## src/rtl/xlat_pkg.sv

```systemverilog
package xlat_pkg;

    localparam int VPN_W = 20;
    localparam int PFN_W = 20;
    localparam int OFF_W = 12;
    localparam int WAYS  = 4;
    localparam int SETS  = 8;

    localparam int VA_W  = VPN_W + OFF_W;
    localparam int PA_W  = PFN_W + OFF_W;
    localparam int IDX_W = $clog2(SETS);
    localparam int WAY_W = $clog2(WAYS);
    localparam int LRU_W = WAYS - 1;

    // 24-bit tag: valid, three attribute flags, page number
    typedef struct packed {
        logic             valid;
        logic             dirty;
        logic             user;
        logic             writable;
        logic [VPN_W-1:0] vpn;
    } tag_t;

    typedef struct packed {
        tag_t             tag;
        logic [PFN_W-1:0] pfn;
    } entry_t;

    typedef logic [IDX_W-1:0] set_t;
    typedef logic [WAY_W-1:0] way_t;
    typedef logic [LRU_W-1:0] lru_t;

    function automatic set_t set_of(input logic [VPN_W-1:0] vpn);
        return vpn[IDX_W-1:0];
    endfunction

    // bit0 picks pair, bit1 inside ways 0/1, bit2 inside ways 2/3
    function automatic way_t lru_victim(input lru_t b);
        if (b[0]) return b[2] ? way_t'(3) : way_t'(2);
        return b[1] ? way_t'(1) : way_t'(0);
    endfunction

    function automatic lru_t lru_touch(input lru_t b, input way_t w);
        lru_t r;
        r = b;
        if (!w[1]) begin
            r[0] = 1'b1;
            r[1] = ~w[0];
        end else begin
            r[0] = 1'b0;
            r[2] = ~w[0];
        end
        return r;
    endfunction

    // returns {found, index of lowest clear bit}
    function automatic logic [WAY_W:0] first_free(input logic [WAYS-1:0] v);
        logic [WAY_W:0] r;
        r = '0;
        for (int i = WAYS - 1; i >= 0; i--) begin
            if (!v[i]) r = {1'b1, way_t'(i)};
        end
        return r;
    endfunction

endpackage

```

## src/rtl/xlat_store.sv

```systemverilog
module xlat_store
    import xlat_pkg::*;
(
    input  logic   clk,
    input  logic   rst,
    input  logic   flush_i,
    input  logic   wr_en_i,
    input  set_t   wr_set_i,
    input  way_t   wr_way_i,
    input  entry_t wr_entry_i,
    input  set_t   rd_a_set_i,
    output entry_t rd_a_o [WAYS],
    input  set_t   rd_b_set_i,
    output entry_t rd_b_o [WAYS]
);

    entry_t mem [SETS][WAYS];
    logic [SETS*WAYS-1:0] valid_flat;

    always_ff @(posedge clk) begin
        if (rst) begin
            for (int s = 0; s < SETS; s++)
                for (int w = 0; w < WAYS; w++)
                    mem[s][w] <= '0;
        end else if (flush_i) begin
            for (int s = 0; s < SETS; s++)
                for (int w = 0; w < WAYS; w++)
                    mem[s][w].tag.valid <= 1'b0;
        end else if (wr_en_i) begin
            mem[wr_set_i][wr_way_i] <= wr_entry_i;
        end
    end

    for (genvar w = 0; w < WAYS; w++) begin : g_rd
        assign rd_a_o[w] = mem[rd_a_set_i][w];
        assign rd_b_o[w] = mem[rd_b_set_i][w];
    end

    for (genvar s = 0; s < SETS; s++) begin : g_vs
        for (genvar w = 0; w < WAYS; w++) begin : g_vw
            assign valid_flat[s*WAYS+w] = mem[s][w].tag.valid;
        end
    end

    // one cycle after a flush nothing is valid
    a_r10_flush_empties: assert property (@(posedge clk) disable iff (rst)
        flush_i |=> ($countones(valid_flat) == 0));

endmodule

```

## src/rtl/xlat_match.sv

```systemverilog
module xlat_match
    import xlat_pkg::*;
(
    input  logic [WAYS-1:0]  valid_i,
    input  logic [VPN_W-1:0] vpn_i [WAYS],
    input  logic [VPN_W-1:0] key_i,
    output logic [WAYS-1:0]  hit_vec_o,
    output logic             hit_o,
    output way_t             hit_way_o
);

    for (genvar w = 0; w < WAYS; w++) begin : g_cmp
        assign hit_vec_o[w] = valid_i[w] && (vpn_i[w] == key_i);
    end

    assign hit_o = |hit_vec_o;

    always_comb begin
        hit_way_o = '0;
        for (int w = 0; w < WAYS; w++) begin
            if (hit_vec_o[w]) hit_way_o = way_t'(w);
        end
    end

endmodule

```

## src/rtl/xlat_lru.sv

```systemverilog
module xlat_lru
    import xlat_pkg::*;
(
    input  logic clk,
    input  logic rst,
    input  logic hit_en_i,
    input  set_t hit_set_i,
    input  way_t hit_way_i,
    input  logic fill_en_i,
    input  set_t fill_set_i,
    input  way_t fill_way_i,
    input  set_t victim_set_i,
    output way_t victim_o
);

    lru_t bits [SETS];

    always_ff @(posedge clk) begin
        if (rst) begin
            for (int s = 0; s < SETS; s++) bits[s] <= '0;
        end else begin
            for (int s = 0; s < SETS; s++) begin
                if (fill_en_i && fill_set_i == set_t'(s))
                    bits[s] <= lru_touch(bits[s], fill_way_i);
                else if (hit_en_i && hit_set_i == set_t'(s))
                    bits[s] <= lru_touch(bits[s], hit_way_i);
            end
        end
    end

    assign victim_o = lru_victim(bits[victim_set_i]);

    // a hit and a fill never touch the same set in one cycle
    a_r11_touch_apart: assert property (@(posedge clk) disable iff (rst)
        (hit_en_i && fill_en_i) |-> (hit_set_i != fill_set_i));

endmodule

```

## src/rtl/xlat_cache.sv

```systemverilog
module xlat_cache
    import xlat_pkg::*;
(
    input  logic             clk,
    input  logic             rst,
    input  logic             flush_i,
    input  logic             lk_valid_i,
    input  logic [VA_W-1:0]  lk_addr_i,
    input  logic             lk_write_i,
    input  logic             fill_valid_i,
    input  logic [VPN_W-1:0] fill_vpn_i,
    input  logic [PFN_W-1:0] fill_pfn_i,
    input  logic             fill_dirty_i,
    input  logic             fill_user_i,
    input  logic             fill_writable_i,
    output logic             rsp_valid_o,
    output logic             rsp_hit_o,
    output logic [PA_W-1:0]  rsp_paddr_o,
    output logic             rsp_dirty_o,
    output logic             rsp_user_o,
    output logic             rsp_writable_o,
    output logic             walk_req_o,
    output logic [VPN_W-1:0] walk_vpn_o
);

    logic [VPN_W-1:0] lk_vpn;
    set_t             lk_set, fill_set;
    entry_t           rd_lk [WAYS];
    entry_t           rd_fl [WAYS];
    logic [WAYS-1:0]  lk_valids, fl_valids;
    logic [VPN_W-1:0] lk_vpns [WAYS];
    logic [VPN_W-1:0] fl_vpns [WAYS];
    logic [WAYS-1:0]  lk_hit_vec, fl_hit_vec;
    logic             lk_match, fl_match;
    way_t             lk_way, fl_way, victim, fill_way;
    logic [WAY_W:0]   free;
    logic             fill_go, set_clash, wr_clean, lk_hit;
    entry_t           fill_entry;

    assign lk_vpn   = lk_addr_i[VA_W-1:OFF_W];
    assign lk_set   = set_of(lk_vpn);
    assign fill_set = set_of(fill_vpn_i);

    xlat_store u_store (
        .clk        (clk),
        .rst        (rst),
        .flush_i    (flush_i),
        .wr_en_i    (fill_go),
        .wr_set_i   (fill_set),
        .wr_way_i   (fill_way),
        .wr_entry_i (fill_entry),
        .rd_a_set_i (lk_set),
        .rd_a_o     (rd_lk),
        .rd_b_set_i (fill_set),
        .rd_b_o     (rd_fl)
    );

    for (genvar w = 0; w < WAYS; w++) begin : g_split
        assign lk_valids[w] = rd_lk[w].tag.valid;
        assign lk_vpns[w]   = rd_lk[w].tag.vpn;
        assign fl_valids[w] = rd_fl[w].tag.valid;
        assign fl_vpns[w]   = rd_fl[w].tag.vpn;
    end

    xlat_match u_lk_match (
        .valid_i   (lk_valids),
        .vpn_i     (lk_vpns),
        .key_i     (lk_vpn),
        .hit_vec_o (lk_hit_vec),
        .hit_o     (lk_match),
        .hit_way_o (lk_way)
    );

    xlat_match u_fl_match (
        .valid_i   (fl_valids),
        .vpn_i     (fl_vpns),
        .key_i     (fill_vpn_i),
        .hit_vec_o (fl_hit_vec),
        .hit_o     (fl_match),
        .hit_way_o (fl_way)
    );

    xlat_lru u_lru (
        .clk          (clk),
        .rst          (rst),
        .hit_en_i     (lk_hit),
        .hit_set_i    (lk_set),
        .hit_way_i    (lk_way),
        .fill_en_i    (fill_go),
        .fill_set_i   (fill_set),
        .fill_way_i   (fill_way),
        .victim_set_i (fill_set),
        .victim_o     (victim)
    );

    // fill placement: same page in place, else empty way, else tree victim
    assign free    = first_free(fl_valids);
    assign fill_go = fill_valid_i && !flush_i;

    always_comb begin
        if (fl_match)          fill_way = fl_way;
        else if (free[WAY_W])  fill_way = free[WAY_W-1:0];
        else                   fill_way = victim;
    end

    always_comb begin
        fill_entry.tag.valid    = 1'b1;
        fill_entry.tag.dirty    = fill_dirty_i;
        fill_entry.tag.user     = fill_user_i;
        fill_entry.tag.writable = fill_writable_i;
        fill_entry.tag.vpn      = fill_vpn_i;
        fill_entry.pfn          = fill_pfn_i;
    end

    assign set_clash = fill_valid_i && (fill_set == lk_set);
    assign wr_clean  = lk_write_i && !rd_lk[lk_way].tag.dirty;
    assign lk_hit    = lk_valid_i && lk_match && !wr_clean && !set_clash && !flush_i;

    always_ff @(posedge clk) begin
        if (rst) begin
            rsp_valid_o    <= 1'b0;
            rsp_hit_o      <= 1'b0;
            rsp_paddr_o    <= '0;
            rsp_dirty_o    <= 1'b0;
            rsp_user_o     <= 1'b0;
            rsp_writable_o <= 1'b0;
            walk_req_o     <= 1'b0;
            walk_vpn_o     <= '0;
        end else begin
            rsp_valid_o    <= lk_valid_i;
            rsp_hit_o      <= lk_hit;
            rsp_paddr_o    <= lk_hit ? {rd_lk[lk_way].pfn, lk_addr_i[OFF_W-1:0]} : '0;
            rsp_dirty_o    <= lk_hit && rd_lk[lk_way].tag.dirty;
            rsp_user_o     <= lk_hit && rd_lk[lk_way].tag.user;
            rsp_writable_o <= lk_hit && rd_lk[lk_way].tag.writable;
            walk_req_o     <= lk_valid_i && !lk_hit;
            walk_vpn_o     <= (lk_valid_i && !lk_hit) ? lk_vpn : '0;
        end
    end

    // fills never leave a page in two ways of a set
    a_r3_single_way: assert property (@(posedge clk) disable iff (rst)
        lk_valid_i |-> $onehot0(lk_hit_vec));

    // the page offset passes through untouched on a hit
    a_r4_offset_kept: assert property (@(posedge clk) disable iff (rst)
        rsp_hit_o |-> (rsp_paddr_o[OFF_W-1:0] == $past(lk_addr_i[OFF_W-1:0])));

    // a write only hits an entry already marked dirty
    a_r6_write_dirty: assert property (@(posedge clk) disable iff (rst)
        (rsp_hit_o && $past(lk_write_i)) |-> rsp_dirty_o);

    // lookups in a flush cycle miss
    a_r10_flush_lookup: assert property (@(posedge clk) disable iff (rst)
        (lk_valid_i && flush_i) |=> (walk_req_o && !rsp_hit_o));

    // a lookup colliding with a same-set fill misses
    a_r11_clash_miss: assert property (@(posedge clk) disable iff (rst)
        (lk_valid_i && set_clash) |=> walk_req_o);

    // every response is either a hit or a walk request
    a_r5_hit_or_walk: assert property (@(posedge clk) disable iff (rst)
        rsp_valid_o |-> (rsp_hit_o != walk_req_o));

endmodule

```

## config.mk

```make
export PLATFORM = sky130hd
export DESIGN_NAME = xlat_cache
export DESIGN_NICKNAME = d
export VERILOG_FILES = /design/src/rtl/xlat_pkg.sv /design/src/rtl/xlat_store.sv /design/src/rtl/xlat_match.sv /design/src/rtl/xlat_lru.sv /design/src/rtl/xlat_cache.sv
export SDC_FILE = /design/constraint.sdc
export NUM_CORES = 2
export LEC_CHECK = 0
export BUFFER_PORTS_ARGS = -buffer_cell sky130_fd_sc_hd__buf_4
export CORE_MARGIN = 2
export CORE_UTILIZATION = 42
export DETAILED_ROUTE_END_ITERATION = 8
export HOLD_SLACK_MARGIN = 0.08
export MAX_ROUTING_LAYER = met4
export PLACE_DENSITY_LB_ADDON = 0.05
export SLEW_MARGIN = 5
export SYNTH_ARGS = -nofsm -noshare
export SYNTH_HDL_FRONTEND = slang
export SYNTH_HIERARCHICAL = 1
export SYNTH_SLANG_ARGS = --single-unit
```

## constraint.sdc

```tcl
create_clock -name clk -period 10.9 [get_ports clk]
set_clock_uncertainty 0.05 [all_clocks]
set_input_delay 1.09 -clock clk [delete_from_list [all_inputs] [get_ports clk]]
set_output_delay 1.09 -clock clk [all_outputs]
set_load 0.005 [all_outputs]
```

==> impl_metrics.env <==
export IMPL_crit_buf_inv=5
export IMPL_report_final_slew_viol_count=0
export IMPL_slew_headroom=0.158
export IMPL_post_cts_resize_count=0
export IMPL_worstPathMaxFanout=143
export IMPL_pin_count=139
export IMPL_drive_gt1_frac=0.283
export IMPL_grt_pass1_vias=49866
export IMPL_min_period_ns=8.43
export IMPL_grt_util_all_layers=0.298
export IMPL_ctsHoldBuffers=0
export IMPL_syn_cell_area_mm2=0.0769
export IMPL_seq_power_share=0.481
export IMPL_fin_tns_setup_ns=0
export IMPL_drt_pass1_iterations=7
export IMPL_reg2reg_depth=13
export IMPL_grt_pass1_wl_um=387000
export IMPL_die_h_um=432
export IMPL_fmax_mhz=119
export IMPL_setup_viol_count_final=0
export IMPL_yosys_warnings=6
export IMPL_overflow=0
export IMPL_tightest_slew_ns=1.26
export IMPL_synth_avg_cell_area_um2=14.6
export IMPL_pwr_density_cell_mw_per_mm2=159
export IMPL_rows=157
export IMPL_fp_dieW_um=432
export IMPL_finalHoldViolCount=0
export IMPL_hold_slack_ns=0.451
export IMPL_crit_type="primary input to flip-flop"
export IMPL_clockPowerShare=0.405
export IMPL_power_switching_w=0.00348
export IMPL_holdCritPathClass="primary input to flip-flop"
export IMPL_place_congestion=0.845
export IMPL_p_comb_frac=0.114
export IMPL_cts_max_level=4
export IMPL_cts_setup_buffers=0
export IMPL_slowest_stage="nor4_1"
export IMPL_crit_path_cell_trace="buf_8, buf_4, mux4_2, mux2_2, xnor2_1, nand3_1, nor4_1, nand4_1, nand4_1, nand2_1, o21ai_4, buf_12, buf_4, buf_4, nor3_1"
export IMPL_cpPeakStageDelay_ns=0.92
export IMPL_drt_first_iter_violations=5839
export IMPL_ant_nets=0
export IMPL_clkLatencyLatePin_ns=0.82
export IMPL_critPathTopFamily="buffers and inverters"
export IMPL_fin_nets=5139
export IMPL_cts_buffers=172
export IMPL_clock_sinks=1490
export IMPL_root_buffer="clkbuf_16"
export IMPL_drcViolationCount=0
export IMPL_vias=50256
export IMPL_tritoncts="built"
export IMPL_post_route_period_util=0.773
export IMPL_antenna_found_initial=5
export IMPL_wl_per_cell_um=35.7
export IMPL_p_leak_nw=26.0
export IMPL_cp_num_cells=15
export IMPL_fp_coreArea_mm2=0.182
export IMPL_nFillCells=15993
export IMPL_end_kind="flip-flop"
export IMPL_clk_path_buf_depth=3
export IMPL_worstPathRequired_ns=11.36
export IMPL_crit_arrival_ns=8.89
export IMPL_synth_cells=5277
export IMPL_start_kind="primary input"
export IMPL_worst_path_most_repeated_cell="buf_4"
export IMPL_max_cap_violations=0
export IMPL_port_buffer_count=138
export IMPL_grt_max_degree=223
export IMPL_rsz0062_at_grt="no"
export IMPL_routed_wirelength_um=271000
export IMPL_area_growth_pct=10.6
export IMPL_die_area_mm2=0.187
export IMPL_run_status="finished clean"
export IMPL_irDropWorstVdd_mv=0.133
export IMPL_cts_clk_slew_worst_paths_ns=0.06
export IMPL_swShare=0.256
export IMPL_dp_hpwl_um=152000
export IMPL_start_util=0.422
export IMPL_hold_depth=3
export IMPL_internal_power_w=0.0101
export IMPL_avgViaCountPerCell=6.62
-- through the flow --
step,power [W],area [µm²],utilization,instances,setup slack (ns)
after floorplan,0.00756,77000,-,5284,2.75
after global placement,0.00818,79900,0.438,7269,1.97
after detailed placement,0.00819,79900,0.438,7269,1.96
after CTS,0.0137,85100,0.466,7586,2.81
after global routing,0.0140,85100,0.466,7588,2.42
final,0.0136,85100,0.466,7589,2.47
-- cells in the final DEF (no fill, tap or decap), types with 9 or more instances in the layout --
cell type  count
xnor2_1      125
nand2_1       42
o21ai_4       28
clkinv_1      45
nand3_1       10
clkinv_2      33
nor3_2        40
nand4b_1     139
inv_1         15
clkbuf_16    176
nand4_1       83
nor2_1        18
buf_12        37
nand2b_1      11
or4b_2        48
buf_4        230
mux2_2       260
mux4_2       544
edfxtp_1    1432
clkbuf_1      43
a21oi_2       20
nor3b_1       22
dfxtp_1       58
xor2_1        32
clkbuf_8       9
nand4bb_1    135
nor4_1        16
o21ai_0       38
nor3_1      1383
o31ai_1        9
-- area by class of cell --
class	count	area, µm²	share of cell area
sequential	1490	44200	0.519
multi-input combinational	3102	30100	0.354
clock buffer	228	4690	0.0551
tap	2385	2980	0.0351
timing repair buffer	273	2560	0.0300
clock inverter	89	518	0.00608
inverter	19	78.8	0.000926
antenna	3	7.51	0.0000882
-- worst min-delay path, delay by kind of cell --
| family | cells | cell delay (ns) |
|---|---|---|
| simple gates | 1 | 0.04 |
| buf+inv | 2 | 0.14 |
-- registers in the layout, summed over array words and instances, names as in the netlist --
| signal | flops |
|---|---|
| rsp_dirty_o | 1 |
| rsp_hit_o | 1 |
| rsp_paddr_o | 32 |
| rsp_user_o | 1 |
| rsp_valid_o | 1 |
| rsp_writable_o | 1 |
| u_lru/bits | 24 |
| u_store/mem | 1408 |
| walk_req_o | 1 |
| walk_vpn_o | 20 |
-- final timing paths --
path,from,endpoint,slack (ns)
setup reg to reg,u_store/mem[5][35],u_store/mem[5][108],3.67
setup / recovery,fill_vpn_i[2],u_store/mem[5][108],2.47
hold / removal,lk_addr_i[9],rsp_paddr_o[9],0.45
hold reg to reg,u_store/mem[4][132],rsp_paddr_o[12],1.06
-- power groups by stage --
stage               clock network (W)  logic (W)  registers (W)
finish                        0.00550    0.00154        0.00653
global route                  0.00582    0.00160        0.00655
CTS                           0.00560    0.00154        0.00653
detailed placement                  0    0.00154        0.00665
global placement                    0    0.00154        0.00664
floorplan                           0   0.000920        0.00664
-- layer usage --
layer  GRT usage  up-vias  part of all wire
met5           -        -                 0
met4      0.0813        0             0.027
met3      0.0421      344             0.065
met2       0.462     2048              0.48
met1       0.413    26882              0.43
li1            -    20982                 -
Power figures use the tool's default switching activity.
